**src/rtl/irq_agg_pkg.sv**
```systemverilog
package irq_agg_pkg;

  // Software-visible byte offsets
  localparam int OFS_STAT_RD  = 'h00;
  localparam int OFS_STAT_SET = 'h04;
  localparam int OFS_STAT_CLR = 'h08;
  localparam int OFS_MASK_RD  = 'h0C;
  localparam int OFS_MASK_SET = 'h10;
  localparam int OFS_MASK_CLR = 'h14;

  // Strobes from the decoder to the datapath
  typedef struct packed {
    logic statSet;
    logic statClr;
    logic maskSet;
    logic maskClr;
  } regStrobe_t;

endpackage

```
**src/rtl/irq_agg_ctrl.sv**
```systemverilog
module irq_agg_ctrl
  import irq_agg_pkg::*;
#(
  parameter int NUM_SRC = 32,
  parameter int ADDR_W  = 8
) (
  input  logic              busWe,
  input  logic [ADDR_W-1:0] busAddr,
  input  logic [NUM_SRC-1:0] statusQ,
  input  logic [NUM_SRC-1:0] maskQ,
  output regStrobe_t        strobe,
  output logic [NUM_SRC-1:0] busRdData
);

  localparam logic [ADDR_W-1:0] A_STAT_RD  = ADDR_W'(OFS_STAT_RD);
  localparam logic [ADDR_W-1:0] A_STAT_SET = ADDR_W'(OFS_STAT_SET);
  localparam logic [ADDR_W-1:0] A_STAT_CLR = ADDR_W'(OFS_STAT_CLR);
  localparam logic [ADDR_W-1:0] A_MASK_RD  = ADDR_W'(OFS_MASK_RD);
  localparam logic [ADDR_W-1:0] A_MASK_SET = ADDR_W'(OFS_MASK_SET);
  localparam logic [ADDR_W-1:0] A_MASK_CLR = ADDR_W'(OFS_MASK_CLR);

  // Write decode: read-only views and unmapped offsets give no strobe
  always_comb begin
    strobe = '0;
    if (busWe) begin
      case (busAddr)
        A_STAT_SET: strobe.statSet = 1'b1;
        A_STAT_CLR: strobe.statClr = 1'b1;
        A_MASK_SET: strobe.maskSet = 1'b1;
        A_MASK_CLR: strobe.maskClr = 1'b1;
        default:    strobe = '0;
      endcase
    end
  end

  // Read mux: only the two views return data
  always_comb begin
    case (busAddr)
      A_STAT_RD: busRdData = statusQ;
      A_MASK_RD: busRdData = maskQ;
      default:   busRdData = '0;
    endcase
  end

endmodule

```
**src/rtl/irq_agg_dp.sv**
```systemverilog
module irq_agg_dp
  import irq_agg_pkg::*;
#(
  parameter int NUM_SRC      = 32,
  parameter int SYNC_STAGES  = 2,
  parameter bit KEEP_ON_WARM = 1'b1,
  parameter bit HAS_WAKE     = 1'b1
) (
  input  logic               clk,
  input  logic               porRstN,
  input  logic               warmRstN,
  input  logic [NUM_SRC-1:0] srcIn,
  input  regStrobe_t         strobe,
  input  logic [NUM_SRC-1:0] wrData,
  input  logic               sleepMode,
  output logic [NUM_SRC-1:0] statusQ,
  output logic [NUM_SRC-1:0] maskQ,
  output logic               irqOut,
  output logic               wakeOut
);

  localparam int LAST = SYNC_STAGES - 1;

  logic [NUM_SRC-1:0] syncQ [SYNC_STAGES];
  logic [NUM_SRC-1:0] edgeQ;
  logic [NUM_SRC-1:0] riseEv;
  logic [NUM_SRC-1:0] setBits, clrBits, mSetBits, mClrBits;
  logic               pendAny;

  // Synchronizer chain; only power-on reset touches it, so that a warm
  // reset cannot create a false edge on a line that is already high
  for (genvar g = 0; g < SYNC_STAGES; g++) begin : g_sync
    if (g == 0) begin : g_first
      always_ff @(posedge clk) begin
        if (!porRstN) syncQ[g] <= '0;
        else          syncQ[g] <= srcIn;
      end
    end else begin : g_next
      always_ff @(posedge clk) begin
        if (!porRstN) syncQ[g] <= '0;
        else          syncQ[g] <= syncQ[g-1];
      end
    end
  end

  always_ff @(posedge clk) begin
    if (!porRstN) edgeQ <= '0;
    else          edgeQ <= syncQ[LAST];
  end

  assign riseEv   = syncQ[LAST] & ~edgeQ;
  assign setBits  = strobe.statSet ? wrData : '0;
  assign clrBits  = strobe.statClr ? wrData : '0;
  assign mSetBits = strobe.maskSet ? wrData : '0;
  assign mClrBits = strobe.maskClr ? wrData : '0;

  // Pending vector: a new edge wins over a same-cycle clear
  always_ff @(posedge clk) begin
    if (!porRstN) begin
      statusQ <= '0;
    end else if (!warmRstN) begin
      if (!KEEP_ON_WARM) statusQ <= '0;
    end else begin
      statusQ <= (statusQ & ~clrBits) | setBits | riseEv;
    end
  end

  // Disable vector: one means disabled
  always_ff @(posedge clk) begin
    if (!porRstN || !warmRstN) maskQ <= '1;
    else                       maskQ <= (maskQ | mSetBits) & ~mClrBits;
  end

  assign pendAny = |(statusQ & ~maskQ);

  always_ff @(posedge clk) begin
    if (!porRstN || !warmRstN) irqOut <= 1'b0;
    else                       irqOut <= pendAny;
  end

  if (HAS_WAKE) begin : g_wake
    always_ff @(posedge clk) begin
      if (!porRstN || !warmRstN) wakeOut <= 1'b0;
      else                       wakeOut <= sleepMode & pendAny;
    end
  end else begin : g_nowake
    assign wakeOut = 1'b0;
  end

endmodule

```
**src/rtl/irq_aggregator.sv**
```systemverilog
module irq_aggregator
  import irq_agg_pkg::*;
#(
  parameter int NUM_SRC      = 32,
  parameter int ADDR_W       = 8,
  parameter int SYNC_STAGES  = 2,
  parameter bit KEEP_ON_WARM = 1'b1,
  parameter bit HAS_WAKE     = 1'b1
) (
  input  logic               clk,
  input  logic               porRstN,
  input  logic               warmRstN,
  input  logic [NUM_SRC-1:0] srcIn,
  input  logic               busWe,
  input  logic [ADDR_W-1:0]  busAddr,
  input  logic [NUM_SRC-1:0] busWrData,
  output logic [NUM_SRC-1:0] busRdData,
  input  logic               sleepMode,
  output logic               irqOut,
  output logic               wakeOut
);

  regStrobe_t         strobe;
  logic [NUM_SRC-1:0] statusQ;
  logic [NUM_SRC-1:0] maskQ;

  irq_agg_ctrl #(.NUM_SRC(NUM_SRC), .ADDR_W(ADDR_W)) u_ctrl (
    .busWe    (busWe),
    .busAddr  (busAddr),
    .statusQ  (statusQ),
    .maskQ    (maskQ),
    .strobe   (strobe),
    .busRdData(busRdData)
  );

  irq_agg_dp #(
    .NUM_SRC     (NUM_SRC),
    .SYNC_STAGES (SYNC_STAGES),
    .KEEP_ON_WARM(KEEP_ON_WARM),
    .HAS_WAKE    (HAS_WAKE)
  ) u_dp (
    .clk      (clk),
    .porRstN  (porRstN),
    .warmRstN (warmRstN),
    .srcIn    (srcIn),
    .strobe   (strobe),
    .wrData   (busWrData),
    .sleepMode(sleepMode),
    .statusQ  (statusQ),
    .maskQ    (maskQ),
    .irqOut   (irqOut),
    .wakeOut  (wakeOut)
  );

endmodule

```
**config.mk**
```make
export PLATFORM = sky130hd
export DESIGN_NAME = irq_aggregator
export DESIGN_NICKNAME = d
export VERILOG_FILES = /design/src/rtl/irq_agg_pkg.sv /design/src/rtl/irq_agg_ctrl.sv /design/src/rtl/irq_agg_dp.sv /design/src/rtl/irq_aggregator.sv
export SDC_FILE = /design/constraint.sdc
export NUM_CORES = 1
export LEC_CHECK = 0
export ABC_CLOCK_PERIOD_IN_PS = 3600
export BUFFER_PORTS_ARGS = -buffer_cell sky130_fd_sc_hd__buf_4
export CAP_MARGIN = 25
export CORE_ASPECT_RATIO = 0.9
export CORE_UTILIZATION = 45
export DETAILED_ROUTE_END_ITERATION = 8
export GPL_TIMING_DRIVEN = 0
export PLACE_DENSITY = 0.73
export SYNTH_ARGS = -nofsm -noshare
export SYNTH_HDL_FRONTEND = slang
export SYNTH_SLANG_ARGS = --single-unit
```
**constraint.sdc**
```tcl
create_clock -name clk -period 3.6 [get_ports clk]
set_clock_uncertainty 0.15 [all_clocks]
set_input_delay 0.72 -clock clk [delete_from_list [all_inputs] [get_ports clk]]
set_output_delay 0.72 -clock clk [all_outputs]
set_load 0.005 [all_outputs]
```
==> results.json <==
{
  "setup.worst_path.class": "primary input to output port",
  "area_growth_pct": 26.0,
  "synth_top_area_share_pct": 52.4,
  "dieArea_um2": 14200,
  "drc": 7,
  "reg2reg_depth": 4,
  "drt-met1-wl_um": 6770,
  "synth_compound_area_share_pct": 23.2,
  "drive_gt1_share_pct": 24.7,
  "maxUsedRoutingLayer": "met4",
  "status": "finished, violations left",
  "synth_cell_types": 26,
  "p_int_mw": 3.02,
  "required_ps": 2730,
  "path_clk_slew_ps": 60,
  "n_fill_cell": 1140,
  "yosys.area.top_type": "dfxtp_1",
  "synth_edf_count": 0,
  "wl_met2_um": 7290,
  "synth_top_family_by_area": "compound AO/OA/AOI/OAI gates",
  "dp.final_hpwl_um": 11300,
  "drv_cap": 0,
  "cts_setup_buffers": 0,
  "synthXorXnorAreaFrac_pct": 0,
  "ctsLongestPathBuffers": 2,
  "core_um2": 13400,
  "pwr-share-seq_pct": 48.8,
  "wl_um": 15300,
  "dpl_cell_area_um2": 7220,
  "fin_cells": 954,
  "syn_area_um2": 6190,
  "setup.worst_path.end_class": "output port",
  "cts_tree": "built",
  "setup_viol": 0,
  "dp.cells": 923,
  "worstReg2RegStart": "u_dp.maskQ[26]",
  "grt_pass1_wl_um": 23900,
  "synth_top_flop_cell": "dfxtp_1",
  "row_count": 40,
  "routed-via-count": 4968,
  "grt_overflow": 0,
  "clkPwrFrac_pct": 45.7,
  "synth_cells": 646,
  "grt.total_usage_pct": 22.3,
  "finalPower_mw": 3.83,
  "fin_crit_sh_pct": 90.9,
  "firstDrtPassIters": 7,
  "hold_violations": 0,
  "holdWs_ps": 279,
  "hold_depth": 1,
  "synth_fa_ha_area_share_pct": 0,
  "antenna_found_initial": 0,
  "synth_simple_gate_area_share_pct": 18.7,
  "setup_ws_ps": 326,
  "gp_congestion": 0.869,
  "initial_core_util_pct": 46.3,
  "wl_met3_um": 949,
  "async_reset_ff_share_pct": 0,
  "min_to": "u_dp.syncQ[1][11]",
  "grt_max_degree": 17,
  "period_needed_ps": 3270,
  "diodes": 0,
  "slew_headroom_pct": 60.7,
  "die_w_um": 126,
  "worstHoldStart": "u_dp.syncQ[0][11]",
  "die_y_um": 113,
  "switching_share_pct": 21.1,
  "ioPinCount": 111,
  "hold_buffers": 0,
  "grt_pass1_vias": 4611,
  "p_switching_mw": 0.807,
  "drtIter0Drc": 405,
  "timing.rr.end": "u_dp.irqOut",
  "port-buffer-count": 109,
  "synth.ff_latch_count": 162,
  "syn-num-nets": 723,
  "cts_root_buf": "clkbuf_16",
  "critPathArrivalTime_ps": 2400,
  "violations": "DRC",
  "ys_top_cells_by_area": "dfxtp_1 52%, and2_1 9.7%, a22o_1 4.5%, a21oi_2 4.2%, a211oi_1 3.9%",
  "r2r_setup_slack_ps": 1930,
  "cts_resized": 0,
  "ant_nets": 0,
  "yosysSeqAreaShare_pct": 52.4,
  "syn_area_per_cell_um2": 9.58,
  "cp_max_fo": 10,
  "worst-slew-pin-transition_ps": 590,
  "clk_latency_ps": 420,
  "hold_class": "flop to flop",
  "cts_buffers": 17,
  "rsz0062_at_grt": "no",
  "max_freq_ghz": 0.305,
  "pwr-share-comb_pct": 5.5,
  "pre_cts_slack_ps": 373,
  "cts_num_sinks": 162,
  "synth.area.mux_share_pct": 0,
  "fin_area_um2": 7800,
  "post_drt_wl_per_cell_um": 16.1,
  "nets": 851,
  "fin_tns_setup_ps": 0,
  "power_leakage_nw": 3.27,
  "worst_setup_path_start_kind": "primary input",
  "yosys_warnings": 0,
  "p_per_area_nw_per_um2": 491,
  "peakVddDrop_mv": 0.324,
  "cts.htree.levels": 4,
  "vias_per_cell": 5.21,
  "utilization_pct": 58.4,
  "slew_violations": 0
}
flip-flops by register name, indices dropped and copies added, names as in the netlist:
signal	flops
u_dp.syncQ	64
u_dp.edgeQ	32
u_dp.maskQ	32
u_dp.statusQ	32
u_dp.irqOut	1
u_dp.wakeOut	1
power by group through the flow:
stage | Sequential [mW] | Combinational, mW | Clock (mW)
floorplan | 1.90 | 0.0925 | 0
global placement | 1.91 | 0.202 | 0
detailed placement | 1.91 | 0.210 | 0
CTS | 1.87 | 0.211 | 1.77
global route | 1.87 | 0.232 | 1.85
finish | 1.87 | 0.211 | 1.75
cell usage in the layout, fill, tap and decap left out, drive strengths merged, types with 32 or more instances in the layout:
cell,synthesis,layout
a22o,32,32
a211oi,32,32
nor2,33,33
nand2,34,34
a21oi,66,66
dfxtp,162,162
a21boi,32,32
clkbuf,21,43
and2,96,96
inv,40,41
o21ai,32,32
buf,20,129
cell usage after synthesis, drive strengths merged (2+ instances only):
master   count
o2111ai      8
or3          2
clkbuf      21
a211oi      32
nand3        2
inv         40
a22o        32
buf         20
a21oi       66
nor4         6
nand2b      24
nand2       34
o21ai       32
nor2        33
a21boi      32
dfxtp      162
and2        96
layout make-up:
| class | count | area (µm²) | area share, % |
|---|---|---|---|
| Inverter | 40 | 150 | 1.93 |
| Tap cell | 168 | 210 | 2.70 |
| Clock buffer | 22 | 474 | 6.08 |
| Multi-Input combinational cell | 403 | 2590 | 33.2 |
| Sequential cell | 162 | 3240 | 41.6 |
| Timing Repair Buffer | 109 | 818 | 10.5 |
| Clock inverter | 9 | 105 | 1.35 |
| Buffer | 41 | 205 | 2.63 |
layer usage:
metal,up-vias,track usage (%)
met5,-,0
met4,0,9.02
met3,25,5.39
met2,158,36.8
met1,2333,28.1
li1,2452,-
kinds of logic (layout without fill, tap and decap cells):
| kind of cell | count (synthesis) | after routing |
|---|---|---|
| and+or+nand+nor | 201 | 201 |
| AOI/OAI and AO/OA | 202 | 202 |
| DFF | 162 | 162 |
| buffers and inverters | 81 | 221 |
critical path, cell delays in order:
cell      delay (ps)
buf_4            130
nor4_1           410
and4_1           270
clkbuf_1         210
buf_2            300
a22o_1           230
buf_4            130
how the worst max path moves through the flow:
stage / from / endpoint / slack (ps) / cells past startpoint
global route: busAddr[4] / busRdData[14] / 90 / 7
detailed placement: busAddr[4] / busRdData[14] / 370 / 7
global placement: busAddr[5] / busRdData[15] / 430 / 6
finish: busAddr[4] / busRdData[14] / 330 / 7
floorplan: busAddr[5] / busRdData[0] / 920 / 4
CTS: busAddr[4] / busRdData[14] / 360 / 7
No activity file was read; power rests on OpenSTA's default activity.
